==> src/rtl/uart_etag_pkg.sv <==
package uart_etag_pkg;
  localparam int DATA_W = 8;
  localparam int RXE_W  = 12;
  localparam int NSRC   = 4;
  localparam int SRC_RX  = 0;
  localparam int SRC_TX  = 1;
  localparam int SRC_MS  = 2;
  localparam int SRC_ERR = 3;

  typedef struct packed {
    logic              ovr;
    logic              brk;
    logic              par;
    logic              frm;
    logic [DATA_W-1:0] data;
  } rx_entry_t;

  typedef enum logic [2:0] {
    RX_IDLE, RX_START, RX_DATA, RX_PAR, RX_STOP, RX_HOLD
  } rx_state_t;
endpackage

==> src/rtl/uart_etag_fifo.sv <==
module uart_etag_fifo #(
  parameter int W     = 8,
  parameter int DEPTH = 16,
  localparam int AW   = $clog2(DEPTH)
) (
  input  logic         clk,
  input  logic         rst_n,
  input  logic         push,
  input  logic [W-1:0] wdata,
  input  logic         pop,
  output logic [W-1:0] rdata,
  output logic         full,
  output logic         empty,
  output logic [AW:0]  count
);
  logic [W-1:0]  mem [DEPTH];
  logic [AW-1:0] wr_ptr, rd_ptr;
  logic          do_push, do_pop;

  assign full    = (count == (AW+1)'(DEPTH));
  assign empty   = (count == '0);
  assign do_push = push && !full;
  assign do_pop  = pop && !empty;
  assign rdata   = mem[rd_ptr];

  always_ff @(posedge clk) begin
    if (do_push) mem[wr_ptr] <= wdata;
  end

  always_ff @(posedge clk or negedge rst_n) begin
    if (!rst_n) begin
      wr_ptr <= '0;
      rd_ptr <= '0;
      count  <= '0;
    end else begin
      if (do_push) wr_ptr <= wr_ptr + AW'(1);
      if (do_pop)  rd_ptr <= rd_ptr + AW'(1);
      if (do_push && !do_pop)      count <= count + (AW+1)'(1);
      else if (do_pop && !do_push) count <= count - (AW+1)'(1);
    end
  end
endmodule

==> src/rtl/uart_etag_baud.sv <==
module uart_etag_baud #(
  parameter int DIV_W = 16
) (
  input  logic             clk,
  input  logic             rst_n,
  input  logic [DIV_W-1:0] div,
  output logic             tick
);
  logic [DIV_W-1:0] cnt;

  always_ff @(posedge clk or negedge rst_n) begin
    if (!rst_n) begin
      cnt  <= '0;
      tick <= 1'b0;
    end else if (cnt >= div) begin
      cnt  <= '0;
      tick <= 1'b1;
    end else begin
      cnt  <= cnt + DIV_W'(1);
      tick <= 1'b0;
    end
  end
endmodule

==> src/rtl/uart_etag_tx.sv <==
module uart_etag_tx
  import uart_etag_pkg::*;
#(
  parameter int OVS  = 16,
  localparam int TCW = $clog2(OVS)
) (
  input  logic              clk,
  input  logic              rst_n,
  input  logic              tick,
  input  logic              par_en,
  input  logic              par_odd,
  input  logic              start,
  input  logic [DATA_W-1:0] din,
  output logic              busy,
  output logic              txd
);
  logic [DATA_W+2:0] sh;
  logic [3:0]        nbits, bcnt;
  logic [TCW-1:0]    tcnt;
  logic              pbit;

  assign pbit = (^din) ^ par_odd;
  assign txd  = sh[0];

  always_ff @(posedge clk or negedge rst_n) begin
    if (!rst_n) begin
      sh    <= '1;
      nbits <= '0;
      bcnt  <= '0;
      tcnt  <= '0;
      busy  <= 1'b0;
    end else if (start && !busy) begin
      sh    <= {1'b1, par_en ? pbit : 1'b1, din, 1'b0};
      nbits <= par_en ? 4'd11 : 4'd10;
      bcnt  <= '0;
      tcnt  <= '0;
      busy  <= 1'b1;
    end else if (busy && tick) begin
      if (tcnt == TCW'(OVS-1)) begin
        tcnt <= '0;
        sh   <= {1'b1, sh[DATA_W+2:1]};
        bcnt <= bcnt + 4'd1;
        if (bcnt == nbits - 4'd1) busy <= 1'b0;
      end else begin
        tcnt <= tcnt + TCW'(1);
      end
    end
  end
endmodule

==> src/rtl/uart_etag_rx.sv <==
module uart_etag_rx
  import uart_etag_pkg::*;
#(
  parameter int OVS  = 16,
  localparam int TCW = $clog2(OVS)
) (
  input  logic              clk,
  input  logic              rst_n,
  input  logic              tick,
  input  logic              par_en,
  input  logic              par_odd,
  input  logic              rxd,
  output logic              done,
  output logic [DATA_W-1:0] o_data,
  output logic              o_frm,
  output logic              o_par,
  output logic              o_brk
);
  rx_state_t         st;
  logic              s1, s2;
  logic [TCW-1:0]    tcnt;
  logic [2:0]        bidx;
  logic [DATA_W-1:0] sh;
  logic              pbit, seen1;
  logic              at_centre, is_brk;

  assign at_centre = tick && (tcnt == TCW'(OVS-1));
  assign is_brk    = !seen1 && !s2;

  always_ff @(posedge clk or negedge rst_n) begin
    if (!rst_n) begin
      s1 <= 1'b1;
      s2 <= 1'b1;
    end else begin
      s1 <= rxd;
      s2 <= s1;
    end
  end

  always_ff @(posedge clk or negedge rst_n) begin
    if (!rst_n) begin
      st     <= RX_IDLE;
      tcnt   <= '0;
      bidx   <= '0;
      sh     <= '0;
      pbit   <= 1'b0;
      seen1  <= 1'b0;
      done   <= 1'b0;
      o_data <= '0;
      o_frm  <= 1'b0;
      o_par  <= 1'b0;
      o_brk  <= 1'b0;
    end else begin
      done <= 1'b0;
      case (st)
        RX_IDLE: if (tick && !s2) begin
          tcnt <= '0;
          st   <= RX_START;
        end
        RX_START: if (tick) begin
          if (tcnt == TCW'(OVS/2-1)) begin
            tcnt  <= '0;
            bidx  <= '0;
            seen1 <= 1'b0;
            st    <= s2 ? RX_IDLE : RX_DATA;
          end else begin
            tcnt <= tcnt + TCW'(1);
          end
        end
        RX_DATA: if (at_centre) begin
          tcnt  <= '0;
          sh    <= {s2, sh[DATA_W-1:1]};
          seen1 <= seen1 | s2;
          bidx  <= bidx + 3'd1;
          if (bidx == 3'd7) st <= par_en ? RX_PAR : RX_STOP;
        end else if (tick) begin
          tcnt <= tcnt + TCW'(1);
        end
        RX_PAR: if (at_centre) begin
          tcnt  <= '0;
          pbit  <= s2;
          seen1 <= seen1 | s2;
          st    <= RX_STOP;
        end else if (tick) begin
          tcnt <= tcnt + TCW'(1);
        end
        RX_STOP: if (at_centre) begin
          tcnt   <= '0;
          done   <= 1'b1;
          o_data <= sh;
          o_brk  <= is_brk;
          o_frm  <= !s2 && seen1;
          o_par  <= par_en && seen1 && (pbit != ((^sh) ^ par_odd));
          st     <= s2 ? RX_IDLE : RX_HOLD;
        end else if (tick) begin
          tcnt <= tcnt + TCW'(1);
        end
        RX_HOLD: if (s2) st <= RX_IDLE;
        default: st <= RX_IDLE;
      endcase
    end
  end
endmodule

==> src/rtl/uart_etag_top.sv <==
module uart_etag_top
  import uart_etag_pkg::*;
#(
  parameter int DIV_W    = 16,
  parameter int TX_DEPTH = 16,
  parameter int RX_DEPTH = 16,
  parameter int OVS      = 16
) (
  input  logic              clk,
  input  logic              rst_n,
  input  logic [DIV_W-1:0]  baud_div,
  input  logic              par_en,
  input  logic              par_odd,
  input  logic              tx_valid,
  output logic              tx_ready,
  input  logic [DATA_W-1:0] tx_data,
  output logic              rx_valid,
  input  logic              rx_ready,
  output logic [RXE_W-1:0]  rx_data,
  output logic              txd,
  input  logic              rxd,
  input  logic              modem_in,
  input  logic [NSRC-1:0]   irq_mask,
  input  logic [NSRC-1:0]   irq_clr,
  output logic [NSRC-1:0]   irq_raw,
  output logic              irq
);
  localparam int TX_AW = $clog2(TX_DEPTH);
  localparam int RX_AW = $clog2(RX_DEPTH);

  logic              tick;
  logic              tx_full, tx_empty, tx_busy, tx_pop, tx_push_ok;
  logic [TX_AW:0]    tx_count;
  logic [DATA_W-1:0] tx_head;
  logic              rx_full, rx_empty, rx_push_ok, rx_pop_ok;
  logic [RX_AW:0]    rx_count;
  logic              rx_done, rx_frm, rx_par, rx_brk;
  logic [DATA_W-1:0] rx_byte;
  logic              ovr_pend;
  rx_entry_t         rx_wentry;
  logic              ms1, ms2, ms3;
  logic [NSRC-1:0]   src_set;

  uart_etag_baud #(.DIV_W(DIV_W)) u_baud (
    .clk(clk), .rst_n(rst_n), .div(baud_div), .tick(tick));

  assign tx_push_ok = tx_valid && !tx_full;
  assign tx_pop     = !tx_busy && !tx_empty;
  assign tx_ready   = !tx_full;

  uart_etag_fifo #(.W(DATA_W), .DEPTH(TX_DEPTH)) u_txq (
    .clk(clk), .rst_n(rst_n), .push(tx_valid), .wdata(tx_data),
    .pop(tx_pop), .rdata(tx_head), .full(tx_full), .empty(tx_empty),
    .count(tx_count));

  uart_etag_tx #(.OVS(OVS)) u_tx (
    .clk(clk), .rst_n(rst_n), .tick(tick), .par_en(par_en),
    .par_odd(par_odd), .start(tx_pop), .din(tx_head), .busy(tx_busy),
    .txd(txd));

  uart_etag_rx #(.OVS(OVS)) u_rx (
    .clk(clk), .rst_n(rst_n), .tick(tick), .par_en(par_en),
    .par_odd(par_odd), .rxd(rxd), .done(rx_done), .o_data(rx_byte),
    .o_frm(rx_frm), .o_par(rx_par), .o_brk(rx_brk));

  assign rx_push_ok = rx_done && !rx_full;
  assign rx_pop_ok  = rx_ready && !rx_empty;
  assign rx_valid   = !rx_empty;
  assign rx_wentry  = '{ovr: ovr_pend, brk: rx_brk, par: rx_par,
                        frm: rx_frm, data: rx_byte};

  uart_etag_fifo #(.W(RXE_W), .DEPTH(RX_DEPTH)) u_rxq (
    .clk(clk), .rst_n(rst_n), .push(rx_done), .wdata(rx_wentry),
    .pop(rx_ready), .rdata(rx_data), .full(rx_full), .empty(rx_empty),
    .count(rx_count));

  always_ff @(posedge clk or negedge rst_n) begin
    if (!rst_n) begin
      ovr_pend <= 1'b0;
      ms1      <= 1'b0;
      ms2      <= 1'b0;
      ms3      <= 1'b0;
    end else begin
      ms1 <= modem_in;
      ms2 <= ms1;
      ms3 <= ms2;
      if (rx_done && rx_full) ovr_pend <= 1'b1;
      else if (rx_push_ok)    ovr_pend <= 1'b0;
    end
  end

  always_comb begin
    src_set          = '0;
    src_set[SRC_RX]  = rx_push_ok && !rx_pop_ok &&
                       (rx_count == (RX_AW+1)'(RX_DEPTH/2-1));
    src_set[SRC_TX]  = tx_pop && !tx_push_ok &&
                       (tx_count == (TX_AW+1)'(TX_DEPTH/2+1));
    src_set[SRC_MS]  = ms2 ^ ms3;
    src_set[SRC_ERR] = rx_done && (rx_frm || rx_par || rx_brk || rx_full);
  end

  always_ff @(posedge clk or negedge rst_n) begin
    if (!rst_n) irq_raw <= '0;
    else        irq_raw <= (irq_raw & ~irq_clr) | src_set;
  end

  assign irq = |(irq_raw & irq_mask);
endmodule

==> config.mk <==
export PLATFORM = sky130hd
export DESIGN_NAME = uart_etag_top
export DESIGN_NICKNAME = d
export VERILOG_FILES = /design/src/rtl/uart_etag_pkg.sv /design/src/rtl/uart_etag_fifo.sv /design/src/rtl/uart_etag_baud.sv /design/src/rtl/uart_etag_tx.sv /design/src/rtl/uart_etag_rx.sv /design/src/rtl/uart_etag_top.sv
export SDC_FILE = /design/constraint.sdc
export NUM_CORES = 1
export LEC_CHECK = 0
export BUFFER_PORTS_ARGS = -buffer_cell sky130_fd_sc_hd__buf_2
export CAP_MARGIN = 10
export CORE_ASPECT_RATIO = 1.5
export CORE_MARGIN = 5
export CORE_UTILIZATION = 45
export CTS_CLUSTER_SIZE = 25
export DETAILED_ROUTE_END_ITERATION = 12
export SYNTH_ARGS = -nofsm -noshare
export SYNTH_HDL_FRONTEND = slang
export SYNTH_SLANG_ARGS = --single-unit
==> constraint.sdc <==
create_clock -name clk -period 2.4 [get_ports clk]
set_clock_uncertainty 0.05 [all_clocks]
set_input_delay 0.48 -clock clk [delete_from_list [all_inputs] [get_ports clk]]
set_output_delay 0.48 -clock clk [all_outputs]
set_load 0.03 [all_outputs]
Yosys cells after proc, flatten, opt, wreduce, memory -nomap -nowiden
Memory sizes are Yosys's and may differ from the RTL's.
Cells that the tools add are included.
- memories kept: 2
- bits in registers: 109
- RAM bits: 320
- logic and storage cells: 198
- $lt $le $gt $ge: 1
- add/subtract/negate cells: 14
- reduce and logical (&&, ||, !) cells: 62
- muxes and demuxes: 55
- eq/ne operators: 25
- bitwise gates (word level): 8
- memories (memory ; depth ; bits a word ; rd ports ; clocked after memory_dff ; wr ports ; line ; source):
    u_rxq.mem ; 16 ; 12 ; 1 ; 0 ; 1 ; uart_etag_fifo.sv:16 ; logic [W-1:0] mem [DEPTH];
    u_txq.mem ; 16 ; 8 ; 1 ; 0 ; 1 ; uart_etag_fifo.sv:16 ;
- operators with widths (cell ; number):
    4-bit two-way mux ; 11
    3-bit two-way mux ; 13
    11-bit two-way mux ; 3
    4-bit by 1-bit adder with 4-bit output, second input constant ; 7
    1-bit logical AND ; 22
    5-bit two-way mux ; 4
    1-bit two-way mux ; 18
    3-bit case mux with 6 select lines ; 1
    16-bit by 1-bit adder with 16-bit output, second input constant ; 1
    16-bit greater-or-equal comparator ; 1
    16-bit two-way mux ; 1
    2-bit by 1-bit inequality test with 1-bit output, second input constant ; 8
    2-bit nonzero test ; 8
    8-bit parity ; 2
    4-bit case mux with 3 select lines ; 1
    4-bit AND reduction ; 3
    1-bit zero test ; 11
    5-bit by 1-bit adder with 5-bit output, second input constant ; 2
    5-bit == test, second input constant ; 2
    5-bit zero test ; 2
    5-bit by 1-bit subtractor with 5-bit output, second input constant ; 2
    3-bit == test, second input constant ; 3
    4-bit bitwise AND ; 2
    4-bit == test, second input constant ; 2
    27 further kinds ; 35

Longest topological paths before layout
Gate-level depths: netlist of the first run.
- depth in word-level cells: 7
- depth in mapped cells: 12
- depth with buffers taken out: 12

Cells and area by module
Synthesis of the first run repeated with hierarchy kept, for this count alone.
- cells, all modules: 1165
- area total of the unflattened synthesis: 18465.2 um^2
- modules (own cells, without submodules) (module ; seq. area each (um^2) ; area each (um^2) ; cells an instance ; instances):
    uart_etag_fifo (u_rxq) ; 6090.8 ; 8197.9 ; 436 ; 1
    uart_etag_fifo (u_txq) ; 4169.0 ; 5816.8 ; 322 ; 1
    uart_etag_rx ; 853.3 ; 1665.3 ; 135 ; 1
    uart_etag_baud ; 425.4 ; 1285.0 ; 131 ; 1
    uart_etag_tx ; 538.0 ; 1143.6 ; 110 ; 1
    uart_etag_top ; 200.2 ; 356.6 ; 31 ; 1

Least setup slack after synthesis of the first run
OpenSTA, ideal clock, no wires.
- path type: reg-to-reg
- start: register u_rxq.count[0]
- end: register u_rxq.count[4]
- path slack: -0.477 ns
- stages on the path, launching flop included: 13
- arrival: 2.702 ns
- library setup time: 0.125 ns
- path through: dfrtp_1 -> nor4_1 -> nand2b_1 -> and2_1 -> inv_1 -> ha_1 -> inv_1 -> fa_1 -> a21o_1 -> a21oi_1 -> xnor2_1 -> nor2_1 -> xor2_1
- longest elaborated chain between the ends: 6
- elaborated cells on any way between the ends: 15
- classes of those cells: add/sub: 2; eq/ne: 1; mux: 2; reduce/logical: 10
- ends and longest elaborated chain (item ; line ; source):
    start: declaration ; uart_etag_fifo.sv:14 ; output logic [AW:0] count
    start signal: assignment ; uart_etag_fifo.sv:38 ; if (do_push && !do_pop) count <= count + (AW+1)'(1);
    start signal: assignment ; uart_etag_fifo.sv:39 ; else if (do_pop && !do_push) count <= count - (AW+1)'(1);
    5-bit zero test * ; uart_etag_fifo.sv:21 ; assign empty = (count == '0);
    1-bit zero test * ; n/a ;
    net rx_valid ; uart_etag_top.sv:17 ; output logic rx_valid,
    1-bit logical AND * ; uart_etag_fifo.sv:23 ; assign do_pop = pop && !empty;
    1-bit zero test ; uart_etag_fifo.sv:38 ;
    1-bit logical AND ; uart_etag_fifo.sv:38 ;
    5-bit two-way mux / 2-bit nonzero test (equally long branches) ; n/a ;
The timed path passes the listed nets; every way through them passes the cells marked *. The select of a mux whose other input is x is not followed.
A chain may end at the register's enable or synchronous reset.

Final worst setup path of the first run
- start: register u_rxq.rd_ptr[0]
- end: output port rx_data[6]
- longest elaborated chain between the ends: 1
- ends and longest elaborated chain (item ; line ; source):
    start: declaration ; uart_etag_fifo.sv:17 ; logic [AW-1:0] wr_ptr, rd_ptr;
    start signal: assignment ; uart_etag_fifo.sv:37 ; if (do_pop) rd_ptr <= rd_ptr + AW'(1);
    memory 16 x 12 bit ; n/a ;
    end: declaration ; uart_etag_top.sv:19 ; output logic [RXE_W-1:0] rx_data,
No other way between the ends.

==> flow_metrics.env, run 1 <==
export IMPL_syn_num_nets=1150
export IMPL_yosys_warnings=0
export IMPL_final_area_mm2=0.0213
export IMPL_power_per_cell_area_mw_per_mm2=821
export IMPL_grt_pass1_vias=9997
export IMPL_synth_top_area_share_pct=54.1
export IMPL_initial_core_util_pct=45.3
export IMPL_drv_cap=0
export IMPL_viasPerCell=5.28
export IMPL_hp_class="in -> reg"
export IMPL_drive_gt1_share_pct=31.3
export IMPL_fin_crit_sh_pct=123
export IMPL_die_w_um=172
export IMPL_yosysUniqueCellTypes=52
export IMPL_nets=1321
export IMPL_setup_slack_ps=-558
export IMPL_violations="negative setup slack"
export IMPL_seqPwrFrac_pct=50.0
export IMPL_synth_flop_cell="edfxtp_1"
export IMPL_cp_end_kind="primary output"
export IMPL_hold_viol_final=0
export IMPL_core_area_mm2=0.0392
export IMPL_clock_power_share_pct=39.2
export IMPL_status="complete, but fails checks"
export IMPL_start_kind="register"
export IMPL_slew_headroom_pct=56.4
export IMPL_peakVddDrop_mv=0.694
export IMPL_gp_congestion=0.782
export IMPL_track_usage_pct=16.5
export IMPL_synthesis_area_mm2=0.0178
export IMPL_drtAntennaViolNets=0
export IMPL_slew_violations=0
export IMPL_rsz0062_at_grt="true"
export IMPL_clockBufferDepth=3
export IMPL_setup_viol=13
export IMPL_ys_seq_elements=426
export IMPL_synth_cells=1066
export IMPL_max_freq_mhz=338
export IMPL_synth_edff_count=320
export IMPL_ff2ff_setup_slack_ps=-150
export IMPL_synth_top_area_cell="edfxtp_1"
export IMPL_fin_hold_ws_ps=69.7
export IMPL_numPortBuffers=59
export IMPL_grt_pass1_wl_mm=55.6
export IMPL_crit_fanout=15
export IMPL_die_h_um=253
export IMPL_firstDrtPassIters=6
export IMPL_htreeDepth=2
export IMPL_p_sw_share_pct=23.2
export IMPL_synthArstFlopShare_pct=24.9
export IMPL_drt_iter0_drc=520
export IMPL_antenna_found_initial=1
export IMPL_rows=89
export IMPL_crit_type="reg -> out"
export IMPL_total_power_mw=17.5
export IMPL_ios=60
export IMPL_grt_max_degree=31
export IMPL_cts_tree="built"
export IMPL_wl_per_cell_um=19.7
export IMPL_synth_area_leaders="edfxtp_1 54%, dfrtp_1 13%, mux4_2 11%"
export IMPL_post_route_min_period_ps=2960
export IMPL_insertion_delay_ps=540
export IMPL_syn2layout_area_growth_pct=19.8
export IMPL_dieArea_mm2=0.0436
export IMPL_p_int_mw=13.4
export IMPL_avgSynthCellArea_um2=16.7
export IMPL_cts_made_buffers=40
export IMPL_p_comb_share_pct=10.8
export IMPL_routed_wl_mm=34.8
export IMPL_max_slew_worst_pin_slew_ps=654
export IMPL_clk_pin_slew_ps=60
export IMPL_vias=9338
export IMPL_power_leakage_nw=7.61
export IMPL_required_ps=1870
export IMPL_grt_ovfl_total=0
export IMPL_drcViolationCount=0
export IMPL_dp_hpwl_mm=24.4
export IMPL_fillers=3214
export IMPL_p_sw_mw=4.06
export IMPL_cts_num_sinks=426
export IMPL_placedInstanceArea_mm2=0.0195
export IMPL_cts_root_buffer="clkbuf_16"
export IMPL_ys_seq_area_share_pct=69.2
export IMPL_crit_arrival_ps=2430
## final cells by class
cell class                 instances  area, µm²  area share, %
clock inverter                    23        358           1.68
timing repair buffer             175       1430           6.73
sequential                       426      12300           57.8
multi-input combinational        558       5350           25.1
antenna                            1       2.50         0.0118
clock buffer                      51       1070           5.05
tap                              500        626           2.94
inverter                          36        143          0.671
## power groups by stage
stage | Clock (mW) | Sequential (mW) | Combinational (mW)
2_1_floorplan | 0 | 8.73 | 1.24
5_1_grt | 7.35 | 8.79 | 2.13
4_1_cts | 7.03 | 8.73 | 1.85
3_3_place_gp | 0 | 8.86 | 1.77
6_report | 6.85 | 8.73 | 1.89
3_5_place_dp | 0 | 8.87 | 1.81
## worst max-delay path: stages (launching register included)
cell	delay [ps]
dfrtp_4	490
buf_12	200
mux4_2	520
mux4_2	520
buf_6	160
## flip-flops by register name, summed over array words and instances (netlist names), 5 cells and up
register / count
u_baud.cnt: 16
u_rx.o_data: 8
u_rx.sh: 8
u_rxq.count: 5
u_rxq.mem: 192
u_tx.sh: 10
u_txq.count: 5
u_txq.mem: 128
## stage by stage
stage | setup WS [ps] | std cells | util, % | setup TNS, ps
CTS | -604 | 1758 | 53.8 | -7150
detailed placement | -226 | 1678 | 49.7 | -2310
global route | -644 | 1769 | 54.2 | -7730
floorplan | -181 | 1066 | - | -217
global placement | -167 | 1678 | 49.7 | -1250
finish | -558 | 1770 | 54.2 | -6550
## synth_stat cells, types with 13 or more instances
cell / n
nor2_1: 52
dfrtp_1: 94
a21oi_1: 29
inv_1: 34
nand3_1: 23
mux4_2: 90
xnor2_1: 39
edfxtp_1: 320
xor2_1: 18
ha_1: 42
o21ai_0: 29
clkbuf_1: 30
nor3_1: 13
nand2_1: 95
mux2_2: 13
mux2i_1: 15
## final timing paths
check / startpoint / end / depth (start not counted)
min reg2reg: ms1$_DFF_PN0_ / ms2$_DFF_PN0_ / 0
min in group asynchronous: rst_n / u_rx.sh[3]$_DFFE_PN0P_ / 2
max: u_rxq.rd_ptr[0]$_DFFE_PN0P_ / rx_data[6] / 4
max in group asynchronous: rst_n / u_txq.wr_ptr[0]$_DFFE_PN0P_ / 4
min: irq_clr[1] / irq_raw[1]$_DFF_PN0_ / 2
max reg2reg: u_txq.rd_ptr[0]$_DFFE_PN0P_ / u_tx.sh[9]$_DFFE_PN1P_ / 10
## metal layers
metal	up-vias	global-route usage [%]	wire length (µm)
li1	4419	-	-
met1	4733	17.9	12600
met2	131	32.2	20200
met3	55	2.58	1050
met4	0	5.21	937
met5	-	0	0
## cells by family (layout without fill, tap and decap cells)
logic type      count (synthesis)  count (layout)  share of synthesized area, %
flops                         426             426                          69.2
simple gates                  226             226                          5.72
mux                           119             119                          13.2
compound gates                110             110                          3.75
buf+inv                        82             285                          1.91
xor+xnor                       59              59                          3.03
fa+ha+maj                      44              44                          3.19
other cells                     0               1                             0
## placed cells by master (no fill, tap or decap), types with 9 or more instances in the layout
cell / n
xor2_1: 18
nor3_1: 9
mux4_2: 90
edfxtp_1: 320
clkbuf_16: 41
buf_12: 13
xnor2_1: 38
a21oi_1: 25
mux2i_1: 14
mux2_2: 13
nand3_1: 18
ha_1: 40
o21ai_0: 29
clkbuf_1: 9
buf_6: 12
nor2_1: 47
buf_4: 99
bufinv_16: 9
dfstp_2: 12
dfrtp_1: 91
buf_2: 47
nand4_1: 10
inv_1: 31
nand2_1: 94
a21o_1: 12
## repair_timing
action	in CTS	in global routing
buffers inserted	2	12
endpoints found under the hold margin	23	0
hold buffers	3	0
endpoints found under the setup margin	15	32
cloned	1	0
gates resized for setup	29	25
pin swaps	3	15
No activity file was read; power rests on OpenSTA's default activity.
==> run 2: changes to the inputs <==
- CORE_ASPECT_RATIO: 1.5 -> unset
- CORE_UTILIZATION: 45 -> 56
- PLACE_DENSITY: unset -> 0.76
==> run 2 against run 1 <==
Net effect: the run still ends with negative setup slack left; critical path depth up 1; highest routed layer unchanged; core utilization up 13 points; die area down 19%; combinational power down 4%; routed wire length up 0.48%; register-to-register slack about the same; sequential cell count unchanged; sequential power about the same; critical endpoint is now rx_data[0].
==> flow_metrics.env, run 2 (synthesis results as in run 1) <==
export IMPL_cp_end_kind="primary output"
export IMPL_peakVddDrop_mv=0.867
export IMPL_cts_made_buffers=43
export IMPL_fin_hold_ws_ps=22.4
export IMPL_ios=60
export IMPL_top_regs="u_rxq.mem (192), u_txq.mem (128), u_baud.cnt (16)"
export IMPL_rows=65
export IMPL_antenna_found_initial=0
export IMPL_gp_congestion=0.788
export IMPL_power_leakage_nw=7.58
export IMPL_hp_class="in -> reg"
export IMPL_syn2layout_area_growth_pct=19.4
export IMPL_setup_slack_ps=-669
export IMPL_routed_wl_mm=35.0
export IMPL_crit_buf_inv=3
export IMPL_core_area_mm2=0.0314
export IMPL_final_area_mm2=0.0212
export IMPL_regMostFlops="u_rxq.mem"
export IMPL_clk_pin_slew_ps=60
export IMPL_initial_core_util_pct=56.5
export IMPL_crit_family="multiplexers"
export IMPL_final_cell_mix="320 x edfxtp_1, 94 x nand2_1, 90 x mux4_2, 90 x buf_4, 90 x dfrtp_1"
export IMPL_placedInstanceArea_mm2=0.0193
export IMPL_n_antenna_cell=0
export IMPL_fillers=2085
export IMPL_crit_type="reg -> out"
export IMPL_nets=1322
export IMPL_crit_fanout=5
export IMPL_vias=9531
export IMPL_rsz0062_at_grt="true"
export IMPL_final_util_pct=67.5
export IMPL_drv_cap=0
export IMPL_post_route_min_period_ps=3070
export IMPL_cp_common_cell="mux4_2"
export IMPL_numPortBuffers=59
export IMPL_die_h_um=188
export IMPL_drt_iter0_drc=701
export IMPL_drcViolationCount=0
export IMPL_crit_arrival_ps=2540
export IMPL_viasPerCell=5.69
export IMPL_grt_pass1_vias=10000
export IMPL_cts_num_sinks=426
export IMPL_drtAntennaViolNets=0
export IMPL_fin_cells=1675
export IMPL_grt_ovfl_total=0
export IMPL_violations="negative setup slack"
export IMPL_path_cells="buf_12, buf_16, mux4_2, mux4_2, buf_6"
export IMPL_cts_tree="built"
export IMPL_slew_headroom_pct=53.7
export IMPL_wl_per_cell_um=20.9
export IMPL_cts_root_buffer="clkbuf_16"
export IMPL_power_per_cell_area_mw_per_mm2=803
export IMPL_grt_pass1_wl_mm=55.4
export IMPL_clockBufferDepth=3
export IMPL_max_freq_mhz=326
export IMPL_dieArea_mm2=0.0354
export IMPL_htreeDepth=2
export IMPL_largest_reg_flops=192
export IMPL_hold_viol_final=0
export IMPL_drive_gt1_share_pct=31.3
export IMPL_slew_violations=0
export IMPL_track_usage_pct=19.8
export IMPL_cp_slowest_stage_delay_ps=530
export IMPL_max_slew_worst_pin_slew_ps=694
export IMPL_grt_max_degree=43
export IMPL_insertion_delay_ps=540
export IMPL_start_kind="register"
export IMPL_status="complete, but fails checks"
export IMPL_required_ps=1870
export IMPL_placedCellCount=1571
export IMPL_die_w_um=188
export IMPL_setup_viol=13
export IMPL_ff2ff_setup_slack_ps=-150
export IMPL_dp_hpwl_mm=21.8
export IMPL_crit_slowest_cell="mux4_2"
export IMPL_fin_crit_sh_pct=128
export IMPL_firstDrtPassIters=4
export IMPL_layout_commonest_cell="edfxtp_1"
-- run 2: power breakdown --
part / total [mW] / internal (mW) / switching (mW)
logic: 1.81 / 0.839 / 0.973
registers: 8.74 / 8.35 / 0.390
clock network: 6.45 / 3.75 / 2.70
total: 17.0 / 12.9 / 4.06
-- run 2: worst register-to-register path, cell delays in order (launching register included) --
cell and delay (ps):
dfrtp_2 460, buf_6 140, mux4_2 500, a22oi_2 260, nand3_2 160, xnor2_2 180, xnor3_1 420, xnor2_1 140
a32oi_1 170
-- run 2: worst paths after layout --
| path | to | start | depth (start not counted) |
|---|---|---|---|
| min in group asynchronous | u_txq.rd_ptr[2]$_DFFE_PN0P_ | rst_n | 2 |
| max reg2reg | u_tx.sh[9]$_DFFE_PN1P_ | u_txq.rd_ptr[0]$_DFFE_PN0P_ | 8 |
| min | u_rx.s1$_DFF_PN1_ | rxd | 1 |
| max in group asynchronous | u_rx.st[0]$_DFFE_PN0P_ | rst_n | 3 |
| max | rx_data[0] | u_rxq.rd_ptr[0]$_DFFE_PN0P_ | 5 |
| min reg2reg | u_rx.s2$_DFF_PN1_ | u_rx.s1$_DFF_PN1_ | 0 |
-- run 2: through the flow --
stage | worst slack (ps) | setup TNS, ps | total power [mW]
2_1_floorplan | -181 | -217 | 9.96
3_3_place_gp | -89.2 | -485 | 10.5
3_5_place_dp | -200 | -1420 | 10.6
4_1_cts | -668 | -7910 | 17.1
5_1_grt | -735 | -8820 | 17.7
6_report | -669 | -7680 | 17.0
-- run 2: final cells by class --
type	instances	area, µm²	area share [%]
Clock buffer	66	1220	5.78
Clock inverter	14	146	0.691
Inverter	36	140	0.661
Multi-Input combinational cell	558	5370	25.3
Sequential cell	426	12300	58.0
Tap cell	402	503	2.37
Timing Repair Buffer	173	1520	7.18
-- run 2: repair_timing --
action,4_1_cts,5_1_grt
setup endpoints to repair,14,19
hold endpoints to repair,29,0
resized for setup,37,28
cloned,5,0
pin swaps,2,21
hold buffers,1,0
buffers inserted,5,15
-- run 2: layer usage --
metal / routed length [µm] / track usage [%] / vias up
met5: 0 / 0 / -
met4: 570 / 4.32 / 0
met3: 1410 / 3.05 / 48
met2: 18500 / 35.0 / 200
met1: 14500 / 26.4 / 4874
li1: - / - / 4409
==> run 3: changes to the inputs <==
- BUFFER_PORTS_ARGS: -buffer_cell sky130_fd_sc_hd__buf_2 -> unset
- CORE_UTILIZATION: 56 -> 57
- DONT_BUFFER_PORTS: unset -> 1
- PLACE_DENSITY: 0.76 -> 0.75
- TNS_END_PERCENT: unset -> 20
==> run 3 against run 2 <==
Net effect: the flow finishes with violations (negative hold slack, negative setup slack); sequential power is essentially flat; non-clock buffer count shrank 69; combinational power shrank 5%; global-route usage is essentially flat; die area shrank 1.7%; design area shrank 2.7%.
==> flow_metrics.env, run 3 (synthesis results as in run 1) <==
export IMPL_peakVddDrop_mv=0.618
export IMPL_crit_fanout=5
export IMPL_required_ps=1870
export IMPL_fin_crit_sh_pct=122
export IMPL_pre_cts_slack_ps=-127
export IMPL_numPortBuffers=0
export IMPL_slew_headroom_pct=54.9
export IMPL_hp_class="in -> async"
export IMPL_grt_pass1_vias=9741
export IMPL_grt_ovfl_total=0
export IMPL_dp_hpwl_mm=21.2
export IMPL_cp_startpoint="u_rxq.rd_ptr[0]$_DFFE_PN0P_"
export IMPL_largest_reg_flops=192
export IMPL_setup_viol=13
export IMPL_setup_slack_ps=-532
export IMPL_final_area_mm2=0.0206
export IMPL_max_slew_worst_pin_slew_ps=676
export IMPL_ios=60
export IMPL_hold_viol_final=106
export IMPL_cts_root_buffer="clkbuf_16"
export IMPL_cp_endpoint="rx_data[2]"
export IMPL_clk_pin_slew_ps=60
export IMPL_grt_pass1_wl_mm=54.9
export IMPL_track_usage_pct=19.8
export IMPL_reg2reg_depth=8
export IMPL_post_route_min_period_ps=2930
export IMPL_grt_max_degree=107
export IMPL_cts_tree="built"
export IMPL_final_cell_mix="320 x edfxtp_1, 95 x nand2_1, 90 x mux4_2, 90 x dfrtp_1, 75 x buf_4"
export IMPL_cts_num_sinks=426
export IMPL_crit_arrival_ps=2400
export IMPL_status="complete, but fails checks"
export IMPL_tns_ps=-6380
export IMPL_crit_buf_inv=2
export IMPL_rows=64
export IMPL_crit_slowest_cell="mux4_2"
export IMPL_path_cells="buf_12, buf_8, mux4_2, mux4_2"
export IMPL_reg2reg_from="u_txq.rd_ptr[0]$_DFFE_PN0P_"
export IMPL_layout_commonest_cell="edfxtp_1"
export IMPL_wl_per_cell_um=21.8
export IMPL_dieArea_mm2=0.0348
export IMPL_top_regs="u_rxq.mem (192), u_txq.mem (128), u_baud.cnt (16)"
export IMPL_ctsHoldBuffers=14
export IMPL_cp_slowest_stage_delay_ps=590
export IMPL_start_kind="register"
export IMPL_clockBufferDepth=3
export IMPL_drive_gt1_share_pct=24.8
export IMPL_core_area_mm2=0.0307
export IMPL_fin_hold_ws_ps=-400
export IMPL_regMostFlops="u_rxq.mem"
export IMPL_power_per_cell_area_mw_per_mm2=831
export IMPL_insertion_delay_ps=540
export IMPL_rsz0062_at_grt="true"
export IMPL_drv_cap=0
export IMPL_syn2layout_area_growth_pct=16.1
export IMPL_drtAntennaViolNets=0
export IMPL_nets=1253
export IMPL_cp_common_cell="mux4_2"
export IMPL_max_freq_mhz=341
export IMPL_die_w_um=186
export IMPL_n_antenna_cell=0
export IMPL_vias=9307
export IMPL_drcViolationCount=0
export IMPL_crit_type="reg -> out"
export IMPL_drt_iter0_drc=724
export IMPL_cp_end_kind="primary output"
export IMPL_viasPerCell=5.82
export IMPL_routed_wl_mm=34.9
export IMPL_cp_depth=4
export IMPL_gp_congestion=0.816
export IMPL_r2r_end="u_tx.sh[9]$_DFFE_PN1P_"
export IMPL_power_leakage_nw=7.23
export IMPL_crit_family="multiplexers"
export IMPL_htreeDepth=2
export IMPL_antenna_found_initial=0
export IMPL_ff2ff_setup_slack_ps=-140
export IMPL_cts_made_buffers=43
export IMPL_initial_core_util_pct=57.9
export IMPL_violations="negative hold slack, negative setup slack"
export IMPL_firstDrtPassIters=7
export IMPL_slew_violations=0
export IMPL_placedInstanceArea_mm2=0.0189
export IMPL_die_h_um=186
## run 3: changes by cell type in the layout (fill, tap and decap cells not counted), sizes merged
cell,before,now
buf,172,87
bufinv,2,5
clkinv,7,16
clkbuf,66,59
clkinvlp,3,2
dlygate4sd3,1,14
inv,38,37
## run 3: worst reg2reg max path: cells and delay by family, from the launching register on
kind            cells  cell delay, ps
buf+inv             1             160
compound gates      3             500
flops               1             460
xor+xnor            3             790
mux                 1             490
## run 3: timing repair
item                                    in CTS  in global routing
pin swaps                                    0                  2
gates cloned                                 0                  3
gates resized for setup                      1                 16
hold endpoints to repair                   240                106
buffers inserted                             0                  2
endpoints found under the setup margin      14                 32
## run 3: worst min-delay path by stage
stage                      from                           to  slack, ps  cells past startpoint
final                     rst_n      u_baud.cnt[9]$_DFF_PN0_       -400                      0
after global routing      rst_n  u_rxq.rd_ptr[3]$_DFFE_PN0P_       -430                      0
after global placement    rst_n      u_baud.cnt[9]$_DFF_PN0_        140                      0
after detailed placement  rst_n      u_baud.cnt[9]$_DFF_PN0_        140                      0
after CTS                 rst_n  u_txq.rd_ptr[0]$_DFFE_PN0P_       -430                      0
after floorplan           rst_n         irq_raw[0]$_DFF_PN0_        130                      0
## run 3: layout make-up
type / instances / area [µm²]
Clock buffer: 56 / 1170
Clock inverter: 24 / 254
Fill cell: 2006 / 10100
Inverter: 36 / 135
Multi-Input combinational cell: 558 / 5270
Sequential cell: 426 / 12300
Tap cell: 396 / 495
Timing Repair Buffer: 104 / 996
## run 3: through the flow
step	total power, mW	cells	utilization [%]	hold WS, ps
2_1_floorplan	9.96	1066	-	134
3_3_place_gp	10.4	1501	61.5	138
3_5_place_dp	10.5	1501	61.5	137
4_1_cts	17.2	1595	66.6	-430
5_1_grt	17.9	1600	67.2	-426
6_report	17.1	1600	67.2	-400
## run 3: routing by layer
layer / up-vias / track usage (%) / share of wire (%)
met5: - / 0 / 0
met4: 0 / 4.54 / 1.7
met3: 49 / 3.12 / 4.7
met2: 225 / 34.0 / 53
met1: 4745 / 27.4 / 41
li1: 4288 / - / -
## run 3: where the power goes
group          total (mW)  internal [mW]  leakage (nW)  switching (mW)
sequential           8.74           8.35          3.99           0.388
clock                6.66           3.97         0.688            2.69
combinational        1.72          0.813          2.55           0.912
total                17.1           13.1          7.23            3.98
